### src/rtl/spi_hold_pkg.sv
package spi_hold_pkg;
  // bit positions of the pins inside the synchronizer vector
  localparam int PIN_CS   = 0;
  localparam int PIN_SCK  = 1;
  localparam int PIN_SDI  = 2;
  localparam int PIN_HOLD = 3;
  localparam int NUM_PINS = 4;
  // idle level of each pin: select and hold inactive high, clock and data low
  localparam logic [NUM_PINS-1:0] PIN_IDLE = 4'b1001;
endpackage

### src/rtl/spi_pin_sync.sv
module spi_pin_sync #(
  parameter int                N_PINS  = 4,
  parameter int                STAGES  = 2,
  parameter logic [N_PINS-1:0] RST_VAL = '0
) (
  input  logic              clk,
  input  logic              rst_n,
  input  logic [N_PINS-1:0] pin_i,
  output logic [N_PINS-1:0] lvl_o
);
  for (genvar p = 0; p < N_PINS; p++) begin : g_pin
    logic [STAGES-1:0] chain;
    always_ff @(posedge clk or negedge rst_n) begin
      if (!rst_n) chain <= {STAGES{RST_VAL[p]}};
      else        chain <= {chain[STAGES-2:0], pin_i[p]};
    end
    assign lvl_o[p] = chain[STAGES-1];
  end
endmodule

### src/rtl/spi_hold_ctrl.sv
module spi_hold_ctrl (
  input  logic clk,
  input  logic rst_n,
  input  logic sel,
  input  logic sck_lvl,
  input  logic hold_lvl,
  output logic held
);
  logic hold_prev;
  logic enter, leave;

  assign enter = sel && !sck_lvl && hold_prev && !hold_lvl;
  assign leave = hold_lvl && !sck_lvl;

  always_ff @(posedge clk or negedge rst_n) begin
    if (!rst_n) begin
      hold_prev <= 1'b1;
      held      <= 1'b0;
    end else begin
      hold_prev <= hold_lvl;
      if (!held && enter)     held <= 1'b1;
      else if (held && leave) held <= 1'b0;
    end
  end

  assert_hold_entry_R8: assert property (@(posedge clk) disable iff (!rst_n)
    $rose(held) |-> $past(sel && !sck_lvl && !hold_lvl));
  assert_hold_exit_R11: assert property (@(posedge clk) disable iff (!rst_n)
    $fell(held) |-> $past(hold_lvl && !sck_lvl));
endmodule

### src/rtl/spi_shift_core.sv
module spi_shift_core #(
  parameter int                DATA_W    = 8,
  parameter logic [DATA_W-1:0] FILL_WORD = '1,
  localparam int               CNT_W     = $clog2(DATA_W)
) (
  input  logic              clk,
  input  logic              rst_n,
  input  logic              sel,
  input  logic              sck_lvl,
  input  logic              sdi_lvl,
  input  logic              held,
  input  logic              tx_valid,
  input  logic [DATA_W-1:0] tx_data,
  output logic              tx_ready,
  output logic              bit_stb,
  output logic              byte_stb,
  output logic [CNT_W-1:0]  bit_cnt,
  output logic [DATA_W-1:0] rx_word,
  output logic              sdo_bit
);
  localparam logic [CNT_W-1:0] LAST_IDX = CNT_W'(DATA_W - 1);

  logic              sel_q, sck_q;
  logic              start, rise, fall, last;
  logic [DATA_W-1:0] shreg, tx_reg;
  logic [CNT_W-1:0]  out_idx;

  assign start    = sel && !sel_q;
  assign rise     = sel && !held && sck_lvl && !sck_q;
  assign fall     = sel && !held && !sck_lvl && sck_q;
  assign last     = rise && (bit_cnt == LAST_IDX);
  assign tx_ready = start || last;
  assign sdo_bit  = tx_reg[LAST_IDX - out_idx];

  always_ff @(posedge clk or negedge rst_n) begin
    if (!rst_n) begin
      sel_q    <= 1'b0;
      sck_q    <= 1'b0;
      bit_stb  <= 1'b0;
      byte_stb <= 1'b0;
      bit_cnt  <= '0;
      out_idx  <= '0;
      shreg    <= '0;
      rx_word  <= '0;
      tx_reg   <= FILL_WORD;
    end else begin
      sel_q    <= sel;
      sck_q    <= sck_lvl;
      bit_stb  <= rise;
      byte_stb <= last;
      if (!sel) begin
        bit_cnt <= '0;
        out_idx <= '0;
        shreg   <= '0;
      end else begin
        if (rise) begin
          shreg   <= {shreg[DATA_W-2:0], sdi_lvl};
          bit_cnt <= last ? '0 : bit_cnt + 1'b1;
        end
        if (fall) out_idx <= bit_cnt;
      end
      if (last)     rx_word <= {shreg[DATA_W-2:0], sdi_lvl};
      if (tx_ready) tx_reg  <= tx_valid ? tx_data : FILL_WORD;
    end
  end

  assert_count_frozen_R10: assert property (@(posedge clk) disable iff (!rst_n)
    (held && sel) |=> $stable(bit_cnt));
  assert_word_wrap_R7: assert property (@(posedge clk) disable iff (!rst_n)
    byte_stb |-> (bit_cnt == '0) && ($past(bit_cnt) == LAST_IDX));
  assert_deselect_clear_R13: assert property (@(posedge clk) disable iff (!rst_n)
    !sel |=> (bit_cnt == '0));
endmodule

### src/rtl/spi_hold_slave.sv
module spi_hold_slave #(
  parameter int                DATA_W      = 8,
  parameter int                SYNC_STAGES = 2,
  parameter logic [DATA_W-1:0] FILL_WORD   = '1
) (
  input  logic                       clk,
  input  logic                       rst_n,
  input  logic                       cs_n,
  input  logic                       sck,
  input  logic                       sdi,
  input  logic                       hold_n,
  output logic                       sdo,
  output logic                       sdo_oe,
  output logic                       hold_active,
  output logic                       bit_stb,
  output logic [$clog2(DATA_W)-1:0]  bit_cnt,
  output logic                       rx_valid,
  input  logic                       rx_ready,
  output logic [DATA_W-1:0]          rx_data,
  input  logic                       tx_valid,
  output logic                       tx_ready,
  input  logic [DATA_W-1:0]          tx_data
);
  import spi_hold_pkg::*;

  logic [NUM_PINS-1:0] pins, lvl;
  logic                sel, byte_stb;
  logic [DATA_W-1:0]   rx_word;

  always_comb begin
    pins           = '0;
    pins[PIN_CS]   = cs_n;
    pins[PIN_SCK]  = sck;
    pins[PIN_SDI]  = sdi;
    pins[PIN_HOLD] = hold_n;
  end

  spi_pin_sync #(.N_PINS(NUM_PINS), .STAGES(SYNC_STAGES), .RST_VAL(PIN_IDLE)) u_sync (
    .clk(clk), .rst_n(rst_n), .pin_i(pins), .lvl_o(lvl));

  assign sel = !lvl[PIN_CS];

  spi_hold_ctrl u_hold (
    .clk(clk), .rst_n(rst_n), .sel(sel), .sck_lvl(lvl[PIN_SCK]),
    .hold_lvl(lvl[PIN_HOLD]), .held(hold_active));

  spi_shift_core #(.DATA_W(DATA_W), .FILL_WORD(FILL_WORD)) u_core (
    .clk(clk), .rst_n(rst_n), .sel(sel), .sck_lvl(lvl[PIN_SCK]),
    .sdi_lvl(lvl[PIN_SDI]), .held(hold_active), .tx_valid(tx_valid),
    .tx_data(tx_data), .tx_ready(tx_ready), .bit_stb(bit_stb),
    .byte_stb(byte_stb), .bit_cnt(bit_cnt), .rx_word(rx_word), .sdo_bit(sdo));

  assign sdo_oe = sel && !hold_active;

  // single-entry receive slot: newest word wins, no stall toward the pins
  always_ff @(posedge clk or negedge rst_n) begin
    if (!rst_n) begin
      rx_valid <= 1'b0;
      rx_data  <= '0;
    end else if (byte_stb) begin
      rx_valid <= 1'b1;
      rx_data  <= rx_word;
    end else if (rx_ready) begin
      rx_valid <= 1'b0;
    end
  end

  assert_rx_held_R6: assert property (@(posedge clk) disable iff (!rst_n)
    (rx_valid && !rx_ready) |=> rx_valid);
  assert_rx_source_R2: assert property (@(posedge clk) disable iff (!rst_n)
    $rose(rx_valid) |-> $past(byte_stb));
endmodule

### config.mk
export PLATFORM = sky130hd
export DESIGN_NAME = spi_hold_slave
export DESIGN_NICKNAME = d
export VERILOG_FILES = /design/src/rtl/spi_hold_pkg.sv /design/src/rtl/spi_pin_sync.sv /design/src/rtl/spi_hold_ctrl.sv /design/src/rtl/spi_shift_core.sv /design/src/rtl/spi_hold_slave.sv
export SDC_FILE = /design/constraint.sdc
export NUM_CORES = 1
export LEC_CHECK = 0
export BUFFER_PORTS_ARGS = -buffer_cell sky130_fd_sc_hd__buf_2
export CAP_MARGIN = 20
export CORE_ASPECT_RATIO = 0.8
export CORE_MARGIN = 2
export CORE_UTILIZATION = 45
export CTS_BUF_LIST = sky130_fd_sc_hd__clkbuf_8
export DETAILED_ROUTE_END_ITERATION = 6
export HOLD_SLACK_MARGIN = 0.06
export PLACE_DENSITY = 0.66
export SETUP_SLACK_MARGIN = 0.2
export SLEW_MARGIN = 20
export SYNTH_ARGS = -nofsm -noshare
export SYNTH_HDL_FRONTEND = slang
export SYNTH_HIERARCHICAL = 1
export SYNTH_SLANG_ARGS = --single-unit
### constraint.sdc
create_clock -name clk -period 2.3 [get_ports clk]
set_input_delay 0.46 -clock clk [delete_from_list [all_inputs] [get_ports clk]]
set_output_delay 0.46 -clock clk [all_outputs]
set_load 0.02 [all_outputs]
* Word-level counts from Yosys, hierarchy flattened *
Cells that the tools add are included.

cells by class
  $add $sub $neg = 2
  order comparisons = 1
  equal/unequal tests = 1
  mux-type cells = 14
  reductions and logical operators = 24

operators with widths
  kind                                                                           count
  3-bit 2-to-1 mux                                                               5
  7-bit 2-to-1 mux                                                               2
  1-bit logical AND                                                              13
  8-bit 2-to-1 mux                                                               1
  2-bit nonzero test                                                             4
  1-bit zero test                                                                6
  1-bit 2-to-1 mux                                                               5
  3-bit by 4-bit less-than comparator with 1-bit output (second input constant)  1
  3-bit by 1-bit adder with 3-bit output (second input constant)                 1
  1-bit binary-select mux with 3-bit select                                      1
  3-bit equality test (second input constant)                                    1
  3-bit subtractor (first input constant)                                        1
  1-bit logical OR                                                               1

word-level totals
  flip-flop bits (word level) = 52
  logic and storage cells = 59

* Logic depth before layout (Yosys ltp) *
  word-level depth = 8
  depth in mapped cells = 7

* Modules after synthesis *
Netlist, hierarchy kept.

modules (own cells, without submodules)
  module          instances  cells each  area each (µm²)  seq. area each (µm²)
  spi_shift_core  1          101         1,400.1          835.8
  spi_hold_slave  1          22          376.6            225.2
  spi_pin_sync    1          12          235.2            205.2
  spi_hold_ctrl   1          5           78.8             51.3

* Worst setup path after synthesis *
No wires, ideal clock.

  path type = reg2out
  start = register u_core.bit_cnt[0]
  end = output port tx_ready
  arrival = 1.467 ns
  required time = 1.840 ns
  setup slack = 0.373 ns
  cell stages (with the launch flop) = 5
  cells stage by stage = dfrtp_1 ha_1 ha_1 nand4bb_1 a21boi_2

on the way
  word-level cells in the longest chain between the ends = 3

RTL lines
  element                   RTL line              text
  start: declaration        spi_shift_core.sv:17  output logic [CNT_W-1:0] bit_cnt,
  start signal: assignment  spi_shift_core.sv:58  bit_cnt <= last ? '0 : bit_cnt + 1'b1;
  3-bit equality test       spi_shift_core.sv:31  assign last = rise && (bit_cnt == LAST_IDX);
  1-bit logical AND         spi_shift_core.sv:31
  1-bit logical OR          spi_shift_core.sv:32  assign tx_ready = start || last;
  end: declaration          spi_hold_slave.sv:21  output logic tx_ready,

No other way between the ends.

* Worst setup path after layout *
  start = register u_core.out_idx[1]
  end = output port sdo

on the way
  word-level cells in the longest chain between the ends = 3

RTL lines
  element                                    RTL line              text
  start: declaration                         spi_shift_core.sv:26  logic [CNT_W-1:0] out_idx;
  start signal: assignment                   spi_shift_core.sv:60  if (fall) out_idx <= bit_cnt;
  3-bit subtractor                           spi_shift_core.sv:33  assign sdo_bit = tx_reg[LAST_IDX - out_idx];
  1-bit binary-select mux with 3-bit select  spi_shift_core.sv:33
  1-bit 2-to-1 mux (implied by the code)     spi_shift_core.sv:33
  end: declaration                           spi_hold_slave.sv:12  output logic sdo,

No other way between the ends. The select of a mux whose other input is x is not followed.

==> run_results.csv <==
group,metric,value,unit
worst_setup_path,rrSetupSlack,560,ps
drt,postRouteWirelength,3.501,mm
logic_synthesis,synth.net_count,158,
global_route,number_of_global_route_vias_before_repair,1290,
logic_synthesis,synth_sequential_area_ratio,63.02,%
run_status,status,"completed",
global_route,gr-total-overflow,0,
clock_tree,cts_inserted_buffers,5,
timing,finalHoldViolations,0,
worst_hold_path,min-delay-path-class,"input pin to asynchronous set/reset pin",
worst_setup_path,worst_ep_required_time,1840,ps
worst_setup_path,timing.critical_path.from_type,"flop",
clock_tree,tritoncts_num_sinks,52,
drt,drt_pass1_iterations,4,
worst_setup_path,slowest_cp_cell,"sky130_fd_sc_hd__mux4_2",
timing,report.final.slew_viol_count,0,
layout,final_net_count,195,
logic_synthesis,synth.distinct_cells,32,
power,report.power.total,1.618,mW
worst_setup_path,worstPathBufferInverterCount,1,
logic_synthesis,postSynthRegisterBits,52,
clock_tree,cts.htree.levels,2,
timing,grt_setup_unrepaired,"true",
floorplanning,ios,33,
job,max_cap_violations,0,
logic_synthesis,synth.top_cells.by_area,"sky130_fd_sc_hd__dfrtp_1 47%, sky130_fd_sc_hd__dfstp_2 16%, sky130_fd_sc_hd__mux2_4 11%",
drt,drt-vias-per-instance,4.937,
layout,final_cells,238,
floorplanning,num_rows,22,
floorplanning,die_w,80.21,µm
global_route,global_route_usage_over_all_layers,15.82,%
timing,fmax,473.1,MHz
floorplanning,die_height,64.97,µm
floorplanning,fp.coreArea,4542,µm²
drt,post_route_drc_violation_count,0,
worst_setup_path,largest_stage_delay_on_the_critical_path,520,ps
logic_synthesis,synth_top_area_share,46.68,%
timing,post-route-period-util,91.90,%
clock_tree,worstSkewPairLatency,300,ps
timing,tns,0,ps
timing,worst_hold_slack,74.82,ps
power,power.leakage,1.206,nW
logic_synthesis,synth_area_leader_cell,"sky130_fd_sc_hd__dfrtp_1",
placed_design,post-dp-hpwl,2.505,mm
logic_synthesis,postSynthCellCount,140,
timing,report.final.setup_viol,0,
drt,antenna_violating_nets_post_route,0,
layout,fillerInstances,398,
worst_setup_path,crit-reg2reg-capture,"u_core/rx_word[7]$_DFFE_PN0P_",
drt,vias,1175,
drt,detail_route.iter0.violations,45,
worst_setup_path,r2r-start,"u_sync/g_pin[0].chain[1]$_DFF_PN1_",
power,max-vdd-ir-drop,402.2,µV
clock_tree,cts.root.buffer_cell,"sky130_fd_sc_hd__clkbuf_8",
placed_design,dpl.cell_count,228,
timing,skew,9.160,ps
layout,n_diodes,0,
placed_design,numPortBuffers,32,
worst_setup_path,cp.arrival,1650,ps
worst_setup_path,timing.setup.critical_path_class,"flop to primary output",
global_route,antenna_violations_before_repair,0,
timing,tightest_slew,526.9,ps
logic_synthesis,synth.cell_area,2091,µm²
floorplanning,initial_utilization,46.03,%
global_route,first_pass_grt_wire_length,6.147,mm
layout,leading_cell_types_in_the_layout_fill_and_taps_excluded,"39 x sky130_fd_sc_hd__dfrtp_1, 30 x sky130_fd_sc_hd__buf_2, 17 x sky130_fd_sc_hd__mux2_4, 16 x sky130_fd_sc_hd__nand2_1, 13 x sky130_fd_sc_hd__dfstp_2",
worst_setup_path,crit_chain,"mux4_2 > mux2_4 > buf_6",
worst_setup_path,critPathMaxFanout,3,
layout,mostFrequentLayoutCell,"sky130_fd_sc_hd__dfrtp_1",
clock_tree,cts_buffer_depth,2,
layout,flow.area_growth_from_synthesis,15.98,%
drt,wire_per_inst,14.71,µm
timing,post-route-min-period,2114,ps
global_route,grt_max_degree,20,
worst_setup_path,critical-path-top-delay-family,"multiplexers",
timing,slew-limit-headroom,64.83,%
logic_synthesis,synthesis.area_per_instance,14.93,µm²
clock_tree,clk_pin_slew,90,ps
layout,layout-drive-gt1-share,46.07,%
clock_tree,cts_tree,"done",
worst_setup_path,worstSetupEndpointType,"primary output",
power,pwr_density_cell,667.3,nW/µm²
floorplanning,die-area,5211,µm²
worst_setup_path,ff2ff_path_depth,4,
placed_design,place_congestion,0.7481,
logic_synthesis,synth.yosys.warnings,6,
-- worst register-to-register path, delay by kind of cell (launching register included) --
kind,cells,cell delay [ps]
simple gates,2,530
buf+inv,1,230
flops,1,540
mux,1,320
-- per-stage QoR --
stage          instance area [µm²]  util, %  worst slack [ps]
2_1_floorplan                 2091        -             372.7
3_3_place_gp                  2295    50.52             527.4
3_5_place_dp                  2295    50.52             482.9
4_1_cts                       2409    53.03             181.5
5_1_grt                       2425    53.39             120.9
6_report                      2425    53.39             186.4
-- cells by family after synthesis --
family                     synth area share [%]
muxes                                     16.10
and+or+nand+nor                           8.259
AOI/OAI and AO/OA                         7.361
xor gates and xnor gates                 0.4190
buffers and inverters                     3.650
adders and majority gates                 1.197
DFF                                       63.02
-- cell usage after synthesis --
cell type / n
sky130_fd_sc_hd__inv_1: 4
sky130_fd_sc_hd__clkbuf_1: 1
sky130_fd_sc_hd__dfstp_2: 13
sky130_fd_sc_hd__nor2_1: 1
sky130_fd_sc_hd__dfrtp_1: 39
sky130_fd_sc_hd__and2_0: 1
sky130_fd_sc_hd__nor3b_1: 1
sky130_fd_sc_hd__mux2_4: 16
sky130_fd_sc_hd__nand4bb_1: 1
sky130_fd_sc_hd__nand3b_1: 1
sky130_fd_sc_hd__and3b_1: 1
sky130_fd_sc_hd__a21o_2: 1
sky130_fd_sc_hd__nor3b_2: 1
sky130_fd_sc_hd__o21ai_0: 8
sky130_fd_sc_hd__a2bb2oi_2: 1
sky130_fd_sc_hd__mux4_2: 2
sky130_fd_sc_hd__nand2_4: 1
sky130_fd_sc_hd__a21boi_2: 1
sky130_fd_sc_hd__nor2b_1: 4
sky130_fd_sc_hd__o32a_1: 1
sky130_fd_sc_hd__xor2_1: 1
sky130_fd_sc_hd__and2_1: 1
sky130_fd_sc_hd__buf_2: 1
sky130_fd_sc_hd__ha_1: 2
sky130_fd_sc_hd__a21o_1: 1
sky130_fd_sc_hd__o22a_1: 7
sky130_fd_sc_hd__buf_4: 4
sky130_fd_sc_hd__nand2_1: 16
sky130_fd_sc_hd__mux2i_1: 4
sky130_fd_sc_hd__buf_6: 2
sky130_fd_sc_hd__and4bb_1: 1
sky130_fd_sc_hd__mux2_2: 1
-- worst max path at each step --
stage                                              from        to  slack (ps)  cells after the start
after global placement    u_core/out_idx[1]$_DFFE_PN0P_       sdo         530                      3
after floorplan           u_core/bit_cnt[0]$_DFFE_PN0P_  tx_ready         370                      4
final                     u_core/out_idx[1]$_DFFE_PN0P_       sdo         190                      3
after detailed placement  u_core/bit_cnt[0]$_DFFE_PN0P_  tx_ready         480                      5
after global routing      u_core/out_idx[1]$_DFFE_PN0P_       sdo         120                      3
after CTS                 u_core/out_idx[1]$_DFFE_PN0P_       sdo         180                      3
-- report_power, final --
part,switching (mW),internal (mW)
Sequential,0.0220,0.959
Clock,0.277,0.237
Combinational,0.0638,0.0595
Total,0.363,1.26
-- repair_timing --
item                                    CTS  global route
endpoints found under the hold margin     0             0
gates resized for setup                   3             3
cloned                                    0             0
hold buffers                              0             0
pin swaps                                 0             1
endpoints found under the setup margin    2             2
buffers inserted                          2             0
-- layout make-up --
type / count / area, µm² / area share [%]
clock buffer: 6 / 82.58 / 3.406
clock inverter: 2 / 7.507 / 0.3096
inverter: 4 / 15.01 / 0.6192
multi-input combinational: 76 / 713.2 / 29.41
sequential: 52 / 1318 / 54.33
tap: 60 / 75.07 / 3.096
timing repair buffer: 38 / 214.0 / 8.824
-- layer usage --
| metal | share of wire [%] | vias to the layer above | GRT usage, % |
|---|---|---|---|
| met4 | 0.77 | 0 | 3.814 |
| met1 | 47 | 598 | 19.93 |
| met3 | 4.7 | 4 | 6.407 |
| met5 | 0 | - | 0 |
| li1 | - | 552 | - |
| met2 | 48 | 21 | 25.62 |
(Power assumes the default switching activity.)
